## src/rtl/vlw_pkg.sv

```systemverilog
package vlw_pkg;
   localparam logic [3:0] HDR_PUB = 4'h1;
   localparam logic [3:0] HDR_SEC = 4'h2;
   localparam logic [3:0] HDR_RND = 4'h3;
   localparam logic [3:0] HDR_EXP = 4'h4;
   localparam logic [3:0] HDR_GO  = 4'h8;

   typedef enum logic [2:0] {ST_HDR, ST_LEN, ST_PAY, ST_RUN, ST_TX} link_st_e;
   typedef enum logic [1:0] {DST_PUB, DST_SEC, DST_RND, DST_EXP} dest_e;
endpackage

```

## src/rtl/vlw_fifo.sv

```systemverilog
module vlw_fifo #(
   parameter int W     = 128,
   parameter int LOG2D = 1
) (
   input  logic             clk,
   input  logic             rst_n,
   input  logic             clr,
   input  logic             wr_en,
   input  logic [W-1:0]     wr_data,
   output logic             full,
   input  logic             rd_en,
   output logic [W-1:0]     rd_data,
   output logic             empty,
   output logic [LOG2D:0]   count
);
   localparam int D = 1 << LOG2D;

   if (LOG2D < 1 || W < 1) begin : g_bad_cfg
      $error("vlw_fifo: LOG2D and W must be at least 1");
   end

   logic [W-1:0]       mem [D];
   logic [LOG2D-1:0]   wp, rp;

   always_ff @(posedge clk or negedge rst_n) begin
      if (!rst_n) begin
         wp <= '0; rp <= '0; count <= '0;
      end else if (clr) begin
         wp <= '0; rp <= '0; count <= '0;
      end else begin
         if (wr_en) wp <= wp + 1'b1;
         if (rd_en) rp <= rp + 1'b1;
         count <= count + (LOG2D+1)'(wr_en) - (LOG2D+1)'(rd_en);
      end
   end

   always_ff @(posedge clk) begin
      if (wr_en) mem[wp] <= wr_data;
   end

   assign rd_data = mem[rp];
   assign empty   = (count == '0);
   assign full    = (count == (LOG2D+1)'(D));


   no_overflow_chk: assert property (@(posedge clk) disable iff (!rst_n)
      wr_en |-> !full);

   no_underflow_chk: assert property (@(posedge clk) disable iff (!rst_n)
      rd_en |-> !empty);
endmodule

```

## src/rtl/vlw_pack.sv

```systemverilog
module vlw_pack #(
   parameter  int MAXW = 128,
   localparam int NN   = MAXW / 4,
   localparam int IW   = $clog2(NN + 1)
) (
   input  logic             clk,
   input  logic             rst_n,
   input  logic             take,
   input  logic             flush,
   input  logic [3:0]       nib,
   input  logic [IW-1:0]    word_nibs,
   output logic [MAXW-1:0]  word,
   output logic             word_end
);
   logic [IW-1:0]   idx;
   logic [MAXW-1:0] acc;

   always_comb begin
      word = acc;
      for (int i = 0; i < NN; i++) begin
         if (idx == IW'(i)) word[MAXW-4-4*i +: 4] = nib;
      end
   end

   assign word_end = (idx == word_nibs - 1'b1);

   always_ff @(posedge clk or negedge rst_n) begin
      if (!rst_n) begin
         idx <= '0; acc <= '0;
      end else if (flush) begin
         idx <= '0; acc <= '0;
      end else if (take) begin
         idx <= idx + 1'b1; acc <= word;
      end
   end


   pad_clear_chk: assert property (@(posedge clk) disable iff (!rst_n)
      flush |=> (idx == '0));
endmodule

```

## src/rtl/vlw_unpack.sv

```systemverilog
module vlw_unpack #(
   parameter  int W  = 128,
   parameter  int BW = 17,
   localparam int NN = W / 4,
   localparam int IW = $clog2(NN + 1)
) (
   input  logic          clk,
   input  logic          rst_n,
   input  logic          start,
   input  logic [BW-1:0] budget,
   input  logic [W-1:0]  src_data,
   input  logic          src_empty,
   output logic          src_pop,
   output logic [3:0]    out_nib,
   output logic          out_valid,
   input  logic          out_ready,
   output logic          finished
);
   logic [BW-1:0] left;
   logic [IW-1:0] have;
   logic [W-1:0]  sh;
   logic          xfer;

   assign src_pop   = (left != '0) && (have == '0) && !src_empty;
   assign out_valid = (have != '0);
   assign out_nib   = sh[W-1 -: 4];
   assign xfer      = out_valid && out_ready;
   assign finished  = xfer && (left == BW'(1));

   always_ff @(posedge clk or negedge rst_n) begin
      if (!rst_n) begin
         left <= '0; have <= '0; sh <= '0;
      end else if (start) begin
         left <= budget; have <= '0;
      end else if (src_pop) begin
         sh <= src_data; have <= IW'(NN);
      end else if (xfer) begin
         sh   <= sh << 4;
         left <= left - 1'b1;
         have <= finished ? '0 : have - 1'b1;
      end
   end


   out_hold_chk: assert property (@(posedge clk) disable iff (!rst_n)
      (out_valid && !out_ready) |=> (out_valid && $stable(out_nib)));
endmodule

```

## src/rtl/vector_link_wrapper.sv

```systemverilog
module vector_link_wrapper
   import vlw_pkg::*;
#(
   parameter int PW         = 128,
   parameter int SW         = 128,
   parameter int OW         = 128,
   parameter int RW         = 64,
   parameter int PUB_LOG2D  = 1,
   parameter int SEC_LOG2D  = 1,
   parameter int OUT_LOG2D  = 1,
   parameter int RND_LOG2D  = 3,
   parameter int RAND_WORDS = 0
) (
   input  logic          clk,
   input  logic          rst_n,
   input  logic [3:0]    in_nib,
   input  logic          in_valid,
   output logic          in_ready,
   output logic [3:0]    out_nib,
   output logic          out_valid,
   input  logic          out_ready,
   output logic          core_rst,
   output logic [PW-1:0] pdi_data,
   output logic          pdi_valid,
   input  logic          pdi_ready,
   output logic [SW-1:0] sdi_data,
   output logic          sdi_valid,
   input  logic          sdi_ready,
   output logic [RW-1:0] rdi_data,
   output logic          rdi_valid,
   input  logic          rdi_ready,
   input  logic [OW-1:0] do_data,
   input  logic          do_valid,
   output logic          do_ready
);
   localparam int MAXW = (PW > SW) ? ((PW > RW) ? PW : RW) : ((SW > RW) ? SW : RW);
   localparam int NIW  = $clog2(MAXW/4 + 1);
   localparam int OCW  = OUT_LOG2D + 1;

   if ((PW % 8) != 0 || (SW % 8) != 0 || (OW % 8) != 0 || (RW % 8) != 0) begin : g_bad_w
      $error("vector_link_wrapper: all word widths must be whole bytes");
   end

   link_st_e        state;
   dest_e           dst;
   logic [11:0]     len_sh;
   logic [1:0]      len_cnt;
   logic [16:0]     rem;
   logic [15:0]     exp_bytes;
   logic [15:0]     len_full;
   logic            take, last, word_end, flush, dst_full, fill_ok, unp_start, unp_fin;
   logic [MAXW-1:0] word;
   logic [NIW-1:0]  word_nibs;
   logic            pdi_full, pdi_empty, sdi_full, sdi_empty, rdi_full;
   logic            out_full, out_empty, out_pop;
   logic [OW-1:0]   out_head;
   logic [OCW-1:0]  out_cnt;
   logic [PUB_LOG2D:0] pub_cnt_unused;
   logic [SEC_LOG2D:0] sec_cnt_unused;

   assign len_full = {len_sh, in_nib};
   assign last     = (rem == 17'd1);

   always_comb begin
      case (dst)
         DST_SEC: begin word_nibs = NIW'(SW/4); dst_full = sdi_full; end
         DST_RND: begin word_nibs = NIW'(RW/4); dst_full = rdi_full; end
         default: begin word_nibs = NIW'(PW/4); dst_full = pdi_full; end
      endcase
      case (state)
         ST_HDR, ST_LEN: in_ready = 1'b1;
         ST_PAY:         in_ready = !((word_end || last) && dst_full);
         default:        in_ready = 1'b0;
      endcase
   end

   assign take      = in_valid && in_ready;
   assign flush     = take && (state == ST_PAY) && (word_end || last);
   assign fill_ok   = (32'(out_cnt) * (OW/8)) >= 32'(exp_bytes);
   assign unp_start = (state == ST_RUN) && (exp_bytes != '0) && fill_ok;
   assign core_rst  = !((state == ST_RUN) || (state == ST_TX));

   always_ff @(posedge clk or negedge rst_n) begin
      if (!rst_n) begin
         state <= ST_HDR; dst <= DST_PUB; len_sh <= '0; len_cnt <= '0;
         rem <= '0; exp_bytes <= '0;
      end else begin
         case (state)
            ST_HDR: if (take) begin
               case (in_nib)
                  HDR_PUB: begin dst <= DST_PUB; state <= ST_LEN; end
                  HDR_SEC: begin dst <= DST_SEC; state <= ST_LEN; end
                  HDR_RND: begin dst <= DST_RND; state <= ST_LEN; end
                  HDR_EXP: begin dst <= DST_EXP; state <= ST_LEN; end
                  HDR_GO:  state <= ST_RUN;
                  default: ;
               endcase
            end
            ST_LEN: if (take) begin
               len_sh  <= len_full[11:0];
               len_cnt <= len_cnt + 1'b1;
               if (len_cnt == 2'd3) begin
                  if (dst == DST_EXP) begin
                     exp_bytes <= len_full;
                     state     <= ST_HDR;
                  end else if (len_full == '0) begin
                     state <= ST_HDR;
                  end else begin
                     rem   <= {len_full, 1'b0};
                     state <= ST_PAY;
                  end
               end
            end
            ST_PAY: if (take) begin
               rem <= rem - 1'b1;
               if (last) state <= ST_HDR;
            end
            ST_RUN: begin
               if (exp_bytes == '0) state <= ST_HDR;
               else if (fill_ok)    state <= ST_TX;
            end
            ST_TX: if (unp_fin) begin
               state     <= ST_HDR;
               exp_bytes <= '0;
            end
            default: state <= ST_HDR;
         endcase
      end
   end

   vlw_pack #(.MAXW(MAXW)) u_pack (
      .clk(clk), .rst_n(rst_n), .take(take && (state == ST_PAY)), .flush(flush),
      .nib(in_nib), .word_nibs(word_nibs), .word(word), .word_end(word_end));

   vlw_fifo #(.W(PW), .LOG2D(PUB_LOG2D)) u_pub (
      .clk(clk), .rst_n(rst_n), .clr(1'b0),
      .wr_en(flush && (dst == DST_PUB)), .wr_data(word[MAXW-1 -: PW]), .full(pdi_full),
      .rd_en(pdi_valid && pdi_ready), .rd_data(pdi_data), .empty(pdi_empty),
      .count(pub_cnt_unused));
   assign pdi_valid = !pdi_empty;

   vlw_fifo #(.W(SW), .LOG2D(SEC_LOG2D)) u_sec (
      .clk(clk), .rst_n(rst_n), .clr(1'b0),
      .wr_en(flush && (dst == DST_SEC)), .wr_data(word[MAXW-1 -: SW]), .full(sdi_full),
      .rd_en(sdi_valid && sdi_ready), .rd_data(sdi_data), .empty(sdi_empty),
      .count(sec_cnt_unused));
   assign sdi_valid = !sdi_empty;

   if (RAND_WORDS != 0) begin : g_rnd
      logic               rdi_empty;
      logic [RND_LOG2D:0] rnd_cnt_unused;
      vlw_fifo #(.W(RW), .LOG2D(RND_LOG2D)) u_rnd (
         .clk(clk), .rst_n(rst_n), .clr(1'b0),
         .wr_en(flush && (dst == DST_RND)), .wr_data(word[MAXW-1 -: RW]), .full(rdi_full),
         .rd_en(rdi_valid && rdi_ready), .rd_data(rdi_data), .empty(rdi_empty),
         .count(rnd_cnt_unused));
      assign rdi_valid = !rdi_empty;
   end else begin : g_no_rnd
      logic rnd_in_unused;
      assign rnd_in_unused = rdi_ready;
      assign rdi_data  = '0;
      assign rdi_valid = 1'b0;
      assign rdi_full  = 1'b0;
   end

   assign do_ready = !out_full;

   vlw_fifo #(.W(OW), .LOG2D(OUT_LOG2D)) u_out (
      .clk(clk), .rst_n(rst_n), .clr(unp_fin),
      .wr_en(do_valid && do_ready), .wr_data(do_data), .full(out_full),
      .rd_en(out_pop), .rd_data(out_head), .empty(out_empty), .count(out_cnt));

   vlw_unpack #(.W(OW), .BW(17)) u_unpack (
      .clk(clk), .rst_n(rst_n), .start(unp_start), .budget({exp_bytes, 1'b0}),
      .src_data(out_head), .src_empty(out_empty), .src_pop(out_pop),
      .out_nib(out_nib), .out_valid(out_valid), .out_ready(out_ready), .finished(unp_fin));


   load_in_reset_chk: assert property (@(posedge clk) disable iff (!rst_n)
      (in_valid && in_ready) |-> core_rst);

   send_while_run_chk: assert property (@(posedge clk) disable iff (!rst_n)
      out_valid |-> !core_rst);

   pub_pop_run_chk: assert property (@(posedge clk) disable iff (!rst_n)
      (pdi_valid && pdi_ready) |-> !core_rst);

   reset_after_send_chk: assert property (@(posedge clk) disable iff (!rst_n)
      (out_valid && out_ready && !core_rst && unp_fin) |=> core_rst);
endmodule

```

## config.mk

```make
export PLATFORM = sky130hd
export DESIGN_NAME = vector_link_wrapper
export DESIGN_NICKNAME = d
export VERILOG_FILES = /design/src/rtl/vlw_pkg.sv /design/src/rtl/vlw_fifo.sv /design/src/rtl/vlw_pack.sv /design/src/rtl/vlw_unpack.sv /design/src/rtl/vector_link_wrapper.sv
export SDC_FILE = /design/constraint.sdc
export NUM_CORES = 1
export LEC_CHECK = 0
export CELL_PAD_IN_SITES_DETAIL_PLACEMENT = 0
export CELL_PAD_IN_SITES_GLOBAL_PLACEMENT = 1
export CORE_ASPECT_RATIO = 0.7
export CORE_MARGIN = 4
export CORE_UTILIZATION = 50
export CTS_CLUSTER_DIAMETER = 50
export DETAILED_ROUTE_END_ITERATION = 10
export DONT_BUFFER_PORTS = 1
export PLACE_DENSITY = 0.86
export REMOVE_ABC_BUFFERS = 1
export SLEW_MARGIN = 20
export SYNTH_ARGS = -nofsm -noshare
export SYNTH_HDL_FRONTEND = slang
export SYNTH_HIERARCHICAL = 1
export SYNTH_SLANG_ARGS = --single-unit
```

## constraint.sdc

```tcl
create_clock -name clk -period 19.4 [get_ports clk]
set_input_delay 3.88 -clock clk [delete_from_list [all_inputs] [get_ports clk]]
set_output_delay 3.88 -clock clk [all_outputs]
set_load 0.005 [all_outputs]
```

==> results.md, run 1 <==
- Starting density of the core: 50.3%
- Synth top area cells: edfxtp_1 (49%), dfrtp_1 (18%), mux2_2 (13%), nand2b_1 (1.7%), o221a_2 (1.5%)
- Post-cts sizing count: 0
- Die Y: 265 µm
- CTS tree: done
- Largest net degree at the start of global routing: 350
- WL final: 104 mm
- Net Sw Frac: 23.8%
- Clock power share: 38.1%
- Syn_area_per_cell: 15.3 µm²
- Slew margin rel.: 27.1%
- Synth area leader: edfxtp_1
- I/O Buffers: 0
- Post-synth top cells: edfxtp_1 (768), mux2_2 (526), dfrtp_1 (349)
- Layout cells sized above 1: 27.4%
- Site Rows: 94
- TritonRoute pass-1 iters: 6
- Clk slew on worst S/H paths: 0.06 ns
- # clock sinks: 1,117
- Tmin final: 7.39 ns
- Sequential element share of the synthesized area: 67.3%
- Fin crit share: 38.1%
- Post-synthesis cell area: 47,200 µm²
- Worst reg2reg path depth: 12
- Post-CTS Setup Inserts: 0
- Crit path kind: register to primary output
- Reg2Reg Setup Slack: 13.75 ns
- Hpwl dp: 63.2 mm
- YS warnings: 6
- Global-route wire length before repair: 158 mm
- Number of flops mapped to enable cells by yosys: 768
- Yosys reg bits: 1,117
- Iter 0 DRT Violations: 2,182
- Tot GR Track Use: 20.5%
- Worst hold path stage count: 1
- Crit. End Element: primary output
- Hold EP: len_cnt[0]$_DFFE_PN0P_
- Global route total overflow: 0
- DRC violations left: 0
- Pins Over Slew Limit: 0
- Final GP Congestion: 0.784
- Actual slew at the worst max-slew pin: 1.09 ns
- P per Cell Area: 107 nW/µm²
- Routed length per instance: 23.8 µm
- ANT nets after route: 0
- H-tree Lvls: 3
- Startpoint Class: register
- Core ar.: 93,900 µm²
- Setup TNS: 0 ns
- Maximum vdd drop: 70.4 µV
- Area Overhead vs Synth: 8.79%
- R2R Path End: u_sec/mem[0][80]$_DFFE_PP_
- Hold Crit Class: register to register
- Count of final hold-check violations: 0
- Pint: 4.21 mW
- Avg Vias per Cell: 5.78
- Synth top area share: 48.8%
- Setup violators final: 0
- Post-synth ARST share: 31.2%
- Total of fill cells in the finished design: 7,349
- Antenna cells: 0
- Synth Instances: 3,080
- Initial antenna violation count: 3
- Leakage: 18.1 nW
- Clock Path Buffers: 3
- Net switching power: 1.31 mW
- Beginning of the worst hold path: len_cnt[0]$_DFFE_PN0P_
- Vias in the first global route: 25,000
- CP required: 15.52 ns
- Die Wd: 375 µm
- Boundary Pins: 471
- Outcome: finished clean
- Skew final: 0.0302 ns
- Post-synth cell types: 90
- RSZ-0062 raised after global routing: no
- Min Hold Slack: 0.475 ns
- TritonCTS Buffers: 107
- Die area: 99,500 µm²
- Clock root buffer: clkbuf_16
- RR Startpoint: dst[0]$_DFFE_PN0P_
- Max Cap Violations: 0
- Vias: 25,400
- CTS Hold Buffers Added: 0
- Layout Nets: 3,214
- CP Max Fanout: 68
- Arrival time worst endpoint: 3.51 ns
- Most used DFF post-synth: edfxtp_1
- Comb power frac: 9.7%
- Top-count cell post-synth: edfxtp_1
- Clk_lat worst skew: 0.70 ns
- Peak Freq: 135 MHz
- Sequential power share: 52.2%
metrics by stage:
stage	instances	setup slack, ns	power [mW]	util, %	area, µm²
2_1_floorplan	2907	4.51	3.34	-	45900
4_1_cts	4394	11.99	5.57	54.8	51400
3_3_place_gp	4190	11.63	3.45	50.9	47800
5_1_grt	4394	11.90	5.74	54.8	51400
6_report	4394	12.01	5.52	54.8	51400
3_5_place_dp	4190	11.55	3.47	50.9	47800
cell usage in the layout (no fill, tap or decap), types with 16 or more instances in the layout:
cell | netlist | final
edfxtp_1 | 768 | 768
mux2_2 | 526 | 526
dfrtp_1 | 349 | 346
nand2_1 | 139 | 139
nand2b_1 | 130 | 130
nand3_1 | 122 | 121
nor2_1 | 110 | 109
clkbuf_16 | 0 | 107
a21oi_1 | 95 | 95
conb_1 | 1 | 90
o221a_2 | 64 | 64
mux2i_1 | 63 | 63
o221a_1 | 60 | 60
inv_1 | 51 | 51
o21ai_0 | 35 | 35
buf_4 | 77 | 35
ha_1 | 23 | 23
clkbuf_1 | 77 | 21
clkinv_2 | 0 | 21
nor2b_1 | 23 | 20
a31oi_1 | 16 | 16
xnor2_1 | 16 | 16
registers in the layout, summed over array words and instances (netlist names), 12 cells and up:
name,count
exp_bytes,16
len_sh,12
rem,17
u_out/mem,256
u_pack/acc,128
u_pub/mem,256
u_sec/mem,256
u_unpack/left,17
u_unpack/sh,128
metal layers:
metal | share of wire [%] | global-route usage [%]
met3 | 5.8 | 4.38
met2 | 47 | 31.7
met5 | 0 | 0
met4 | 2.7 | 5.60
met1 | 45 | 29.9
power by group through the flow:
stage                     clock (mW)  sequential [mW]  combinational (mW)
after floorplan                    0             2.94               0.405
after global placement             0             2.92               0.527
after detailed placement           0             2.93               0.538
after CTS                       2.15             2.89               0.541
after global routing            2.25             2.91               0.584
final                           2.10             2.89               0.535
final cells by class:
class | instances | area [µm²] | area share [%]
Sequential cell | 1117 | 31800 | 61.9
Multi-Input combinational cell | 1739 | 14000 | 27.2
Clock buffer | 140 | 2920 | 5.68
Tap cell | 1248 | 1560 | 3.04
Clock inverter | 64 | 659 | 1.28
Timing Repair Buffer | 35 | 263 | 0.511
Inverter | 51 | 191 | 0.372
kinds of logic (layout without fill, tap and decap cells):
family	count (synthesis)	count (layout)	synth area share (%)
DFF	1117	1117	67.3
muxes	591	591	13.9
buffers and inverters	313	290	4.00
other	1	90	0.00794
adders and majority gates	23	23	0.609
and+or+nand+nor	654	654	7.51
AOI/OAI and AO/OA	354	354	6.03
xor gates and xnor gates	27	27	0.604
critical path, stage by stage (launching register included):
cell and delay, ns:
dfrtp_4 0.64, buf_4 0.81, buf_4 0.70, mux2_2 0.47
worst max-delay path by stage:
stage                                     from                           to  slack (ns)  depth (start not counted)
after floorplan                       in_valid    u_pub/mem[0][0]$_DFFE_PP_        4.51                          4
after global placement                in_valid  u_sec/mem[0][112]$_DFFE_PP_       11.63                          7
after detailed placement              in_valid  u_sec/mem[0][112]$_DFFE_PP_       11.55                          7
after CTS                 u_pub/rp$_DFFE_PN0P_                 pdi_data[18]       11.99                          3
after global routing      u_pub/rp$_DFFE_PN0P_                 pdi_data[18]       11.90                          3
final                     u_pub/rp$_DFFE_PN0P_                 pdi_data[18]       12.01                          3
Power figures use the tool's default switching activity.
==> inputs of run 2 (changes only) <==
ABC_AREA = 1   (was not set)
PLACE_DENSITY = 0.88   (was 0.86)
clock period = 6.9 ns   (was 19.4 ns; I/O delays follow)
==> results.md, run 2 <==
- Top Family by Delay on Critical Path: simple AND/OR/NAND/NOR gates
- Register area: 31,800 µm² (unchanged)
- Top-count cell post-synth: nand2_1
- Top Registers: u_out/mem: 256 flops, u_pub/mem: 256 flops, u_sec/mem: 256 flops
- Site Rows: 94 (unchanged)
- Startpoint Class: register
- Maximum vdd drop: 283 µV (+300%)
- Outcome: finished clean
- Initial antenna violation count: 2 (-1)
- Crit. End Element: register
- Clock Path Buffers: 3 (unchanged)
- Synth Instances: 3,936 (+28%)
- Hold Crit Class: input pin to asynchronous set/reset pin
- Setup violators final: 0 (unchanged)
- Layout Nets: 4,076 (+27%)
- Layout cells sized above 1: 16.9% (-11 points)
- Commonest non-fill, non-tap cell in the layout: nand2_1
- Vias in the first global route: 28,100 (+12%)
- Arrival time worst endpoint: 4.82 ns (+1.31 ns)
- Sequential element share of the synthesized area: 66.4% (-0.87 points)
- Skew final: 0.0398 ns (+0.00960 ns)
- Actual slew at the worst max-slew pin: 1.10 ns (+0.00202 ns)
- Synth top area cells: edfxtp_1 (48%), dfrtp_1 (18%), mux2_2 (9.0%), nand2_1 (7.0%), nand3_1 (3.5%)
- Die Y: 267 µm (+0.64%)
- Tmin final: 4.48 ns
- Worst setup margin: 2.42 ns (-9.59 ns)
- Area Overhead vs Synth: 8.77% (about the same)
- Slew margin rel.: 26.8% (-0.31 points)
- Largest net degree at the start of global routing: 350 (unchanged)
- Final GP Congestion: 0.795 (+1.4%)
- Global-route wire length before repair: 169 mm (+6.8%)
- Clock root buffer: clkbuf_16
- Die Wd: 378 µm (+0.64%)
- Post-synthesis cell area: 47,900 µm² (+1.3%)
- Max Cap Violations: 0 (unchanged)
- CP Max Fanout: 29 (-57%)
- CTS tree: done
- Final Power: 16.9 mW (+210%)
- CP required: 7.25 ns (-8.27 ns)
- Hpwl dp: 66.8 mm (+5.7%)
- Fin crit share: 64.9%
- Post-synth cell types: 48 (-47%)
- ANT nets after route: 0 (unchanged)
- Post-CTS Setup Inserts: 0 (unchanged)
- Total of fill cells in the finished design: 7,669 (+4.4%)
- WL final: 110 mm (+5.8%)
- Syn_area_per_cell: 12.2 µm² (-21%)
- H-tree Lvls: 3 (unchanged)
- Post-cts sizing count: 0 (unchanged)
- Synth area leader: edfxtp_1
- Pins Over Slew Limit: 0 (unchanged)
- Most used DFF post-synth: edfxtp_1
- DRC violations left: 0 (unchanged)
- Pre-CTS setup slack: 2.30 ns (-9.25 ns)
- RSZ-0062 raised after global routing: no
- Slowest cell on crit path: nor2_4
- Peak Freq: 223 MHz
- Setup TNS: 0 ns (unchanged)
- TritonCTS Buffers: 109 (+1.9%)
- Clk_lat worst skew: 0.71 ns (about the same)
- Starting density of the core: 50.7% (+0.34 points)
- Synth top area share: 48.2% (-0.63 points)
- Tot GR Track Use: 21.5% (+1.0 points)
- Worst path cell trace: inv_1 -> ha_1 -> inv_1 -> xor2_1 -> xor2_1 -> inv_1 -> nor2_1 -> inv_1 -> nand2_1 -> nand2_1 -> nand2_1 -> nand2_2 -> nand2_4 -> nor2_1 -> nand2_1 -> nor2_1 -> inv_1 -> nor2_4 -> buf_4
- Crit path kind: register to register
- Post-synth ARST share: 31.2% (unchanged)
- Core ar.: 94,400 µm² (+0.63%)
- Global route total overflow: 0 (unchanged)
- Die area: 101,000 µm² (+1.3%)
- CTS Hold Buffers Added: 0 (unchanged)
- YS warnings: 6 (unchanged)
- Boundary Pins: 471 (unchanged)
- Yosys reg bits: 1,117 (unchanged)
- CP bufs+invs: 6 (+4)
- Count of final hold-check violations: 0 (unchanged)
- Number of flops mapped to enable cells by yosys: 768 (unchanged)
- TritonRoute pass-1 iters: 6 (unchanged)
- # clock sinks: 1,117 (unchanged)
- Slowest stage delay, CP: 0.83 ns (+0.02 ns)
- Placed Area: 48,400 µm² (+1.3%)
- Layout Cell Area excl Fill: 52,100 µm² (+1.3%)
- Leakage: 22.0 nW (+21%)
- Final Core Density: 55.1% (+0.36 points)
- Iter 0 DRT Violations: 2,856 (+31%)
- P per Cell Area: 325 nW/µm² (+200%)
- Vias: 28,800 (+13%)
- Clk slew on worst S/H paths: 0.06 ns (about the same)
- Routed length per instance: 21.0 µm (-12%)
- Multi-input gate area: 13,300 µm² (-4.8%)
- Most frequent cells in the layout: nand2_1 (891), edfxtp_1 (768), mux2_2 (384), inv_1 (350), dfrtp_1 (346)
- Most frequent CP cell: inv_1
- I/O Buffers: 0 (unchanged)
- Avg Vias per Cell: 5.47 (-5.3%)
- Post-synth top cells: nand2_1 (893), edfxtp_1 (768), mux2_2 (384)
run 2: cell count changes after synthesis, sizes merged, moves of 70 or more:
| cell | previous run | this run |
|---|---|---|
| inv | 51 | 363 |
| mux2 | 528 | 384 |
| nand2 | 140 | 902 |
| o221a | 124 | 0 |
| o21ai | 43 | 240 |
| a21oi | 95 | 25 |
| nand2b | 130 | 0 |
| nand3 | 123 | 341 |
| o22ai | 1 | 98 |
run 2: through the flow:
stage / hold WS (ns) / instances
2_1_floorplan: 0.446 / 3767
3_3_place_gp: 0.459 / 5048
3_5_place_dp: 0.466 / 5048
4_1_cts: 0.349 / 5256
5_1_grt: 0.336 / 5259
6_report: 0.396 / 5263
run 2: kinds of logic after synthesis:
kind of cell	after synthesis	synth area share (%)
compound gates	381	4.58
other cells	1	0.00784
simple gates	1395	12.4
buf+inv	613	6.50
fa+ha+maj	23	0.601
flops	1117	66.4
xor+xnor	16	0.293
mux	390	9.16
run 2: cell type report:
type	instances	area share, %
Tap cell	1248	3.00
Multi-Input combinational cell	2286	25.6
Clock inverter	63	1.20
Sequential cell	1117	61.1
Clock buffer	145	5.65
Antenna cell	5	0.0240
Timing Repair Buffer	35	0.750
Inverter	364	2.68
run 2: worst paths after layout:
kind / start / end / slack [ns] / depth (start not counted)
max in group asynchronous: rst_n / u_unpack/sh[91]$_DFFE_PN0P_ / 5.94 / 0
setup / recovery: dst[0]$_DFFE_PN0P_ / u_pub/mem[0][121]$_DFFE_PP_ / 2.42 / 19
min in group clk: len_cnt[1]$_DFFE_PN0P_ / len_cnt[1]$_DFFE_PN0P_ / 0.48 / 2
setup reg to reg: dst[0]$_DFFE_PN0P_ / u_pub/mem[0][121]$_DFFE_PP_ / 2.42 / 19
hold / removal: rst_n / u_pack/acc[49]$_DFFE_PN0P_ / 0.40 / 0
hold reg to reg: len_cnt[1]$_DFFE_PN0P_ / len_cnt[1]$_DFFE_PN0P_ / 0.48 / 2
run 2: per-layer routing:
layer  GRT usage [%]  routed length, µm
met1            30.5              47900
met2            34.4              52900
met3            4.41               7260
met4            5.38               2330
met5               0                  0
run 2: worst reg2reg max path, stage by stage, from the launching register on:
cell and delay, ns:
dfrtp_1 0.40, inv_1 0.10, ha_1 0.22, inv_1 0.06
xor2_1 0.15, xor2_1 0.17, inv_1 0.05, nor2_1 0.04
inv_1 0.04, nand2_1 0.06, nand2_1 0.07, nand2_1 0.06
nand2_2 0.17, nand2_4 0.10, nor2_1 0.46, nand2_1 0.19
nor2_1 0.26, inv_1 0.11, nor2_4 0.83, buf_4 0.57
run 2: power by group:
| part | internal, mW | switching (mW) | leakage [nW] |
|---|---|---|---|
| Combinational | 1.03 | 1.70 | 8.37 |
| Clock | 3.25 | 2.60 | 1.72 |
| Sequential | 7.99 | 0.344 | 11.9 |
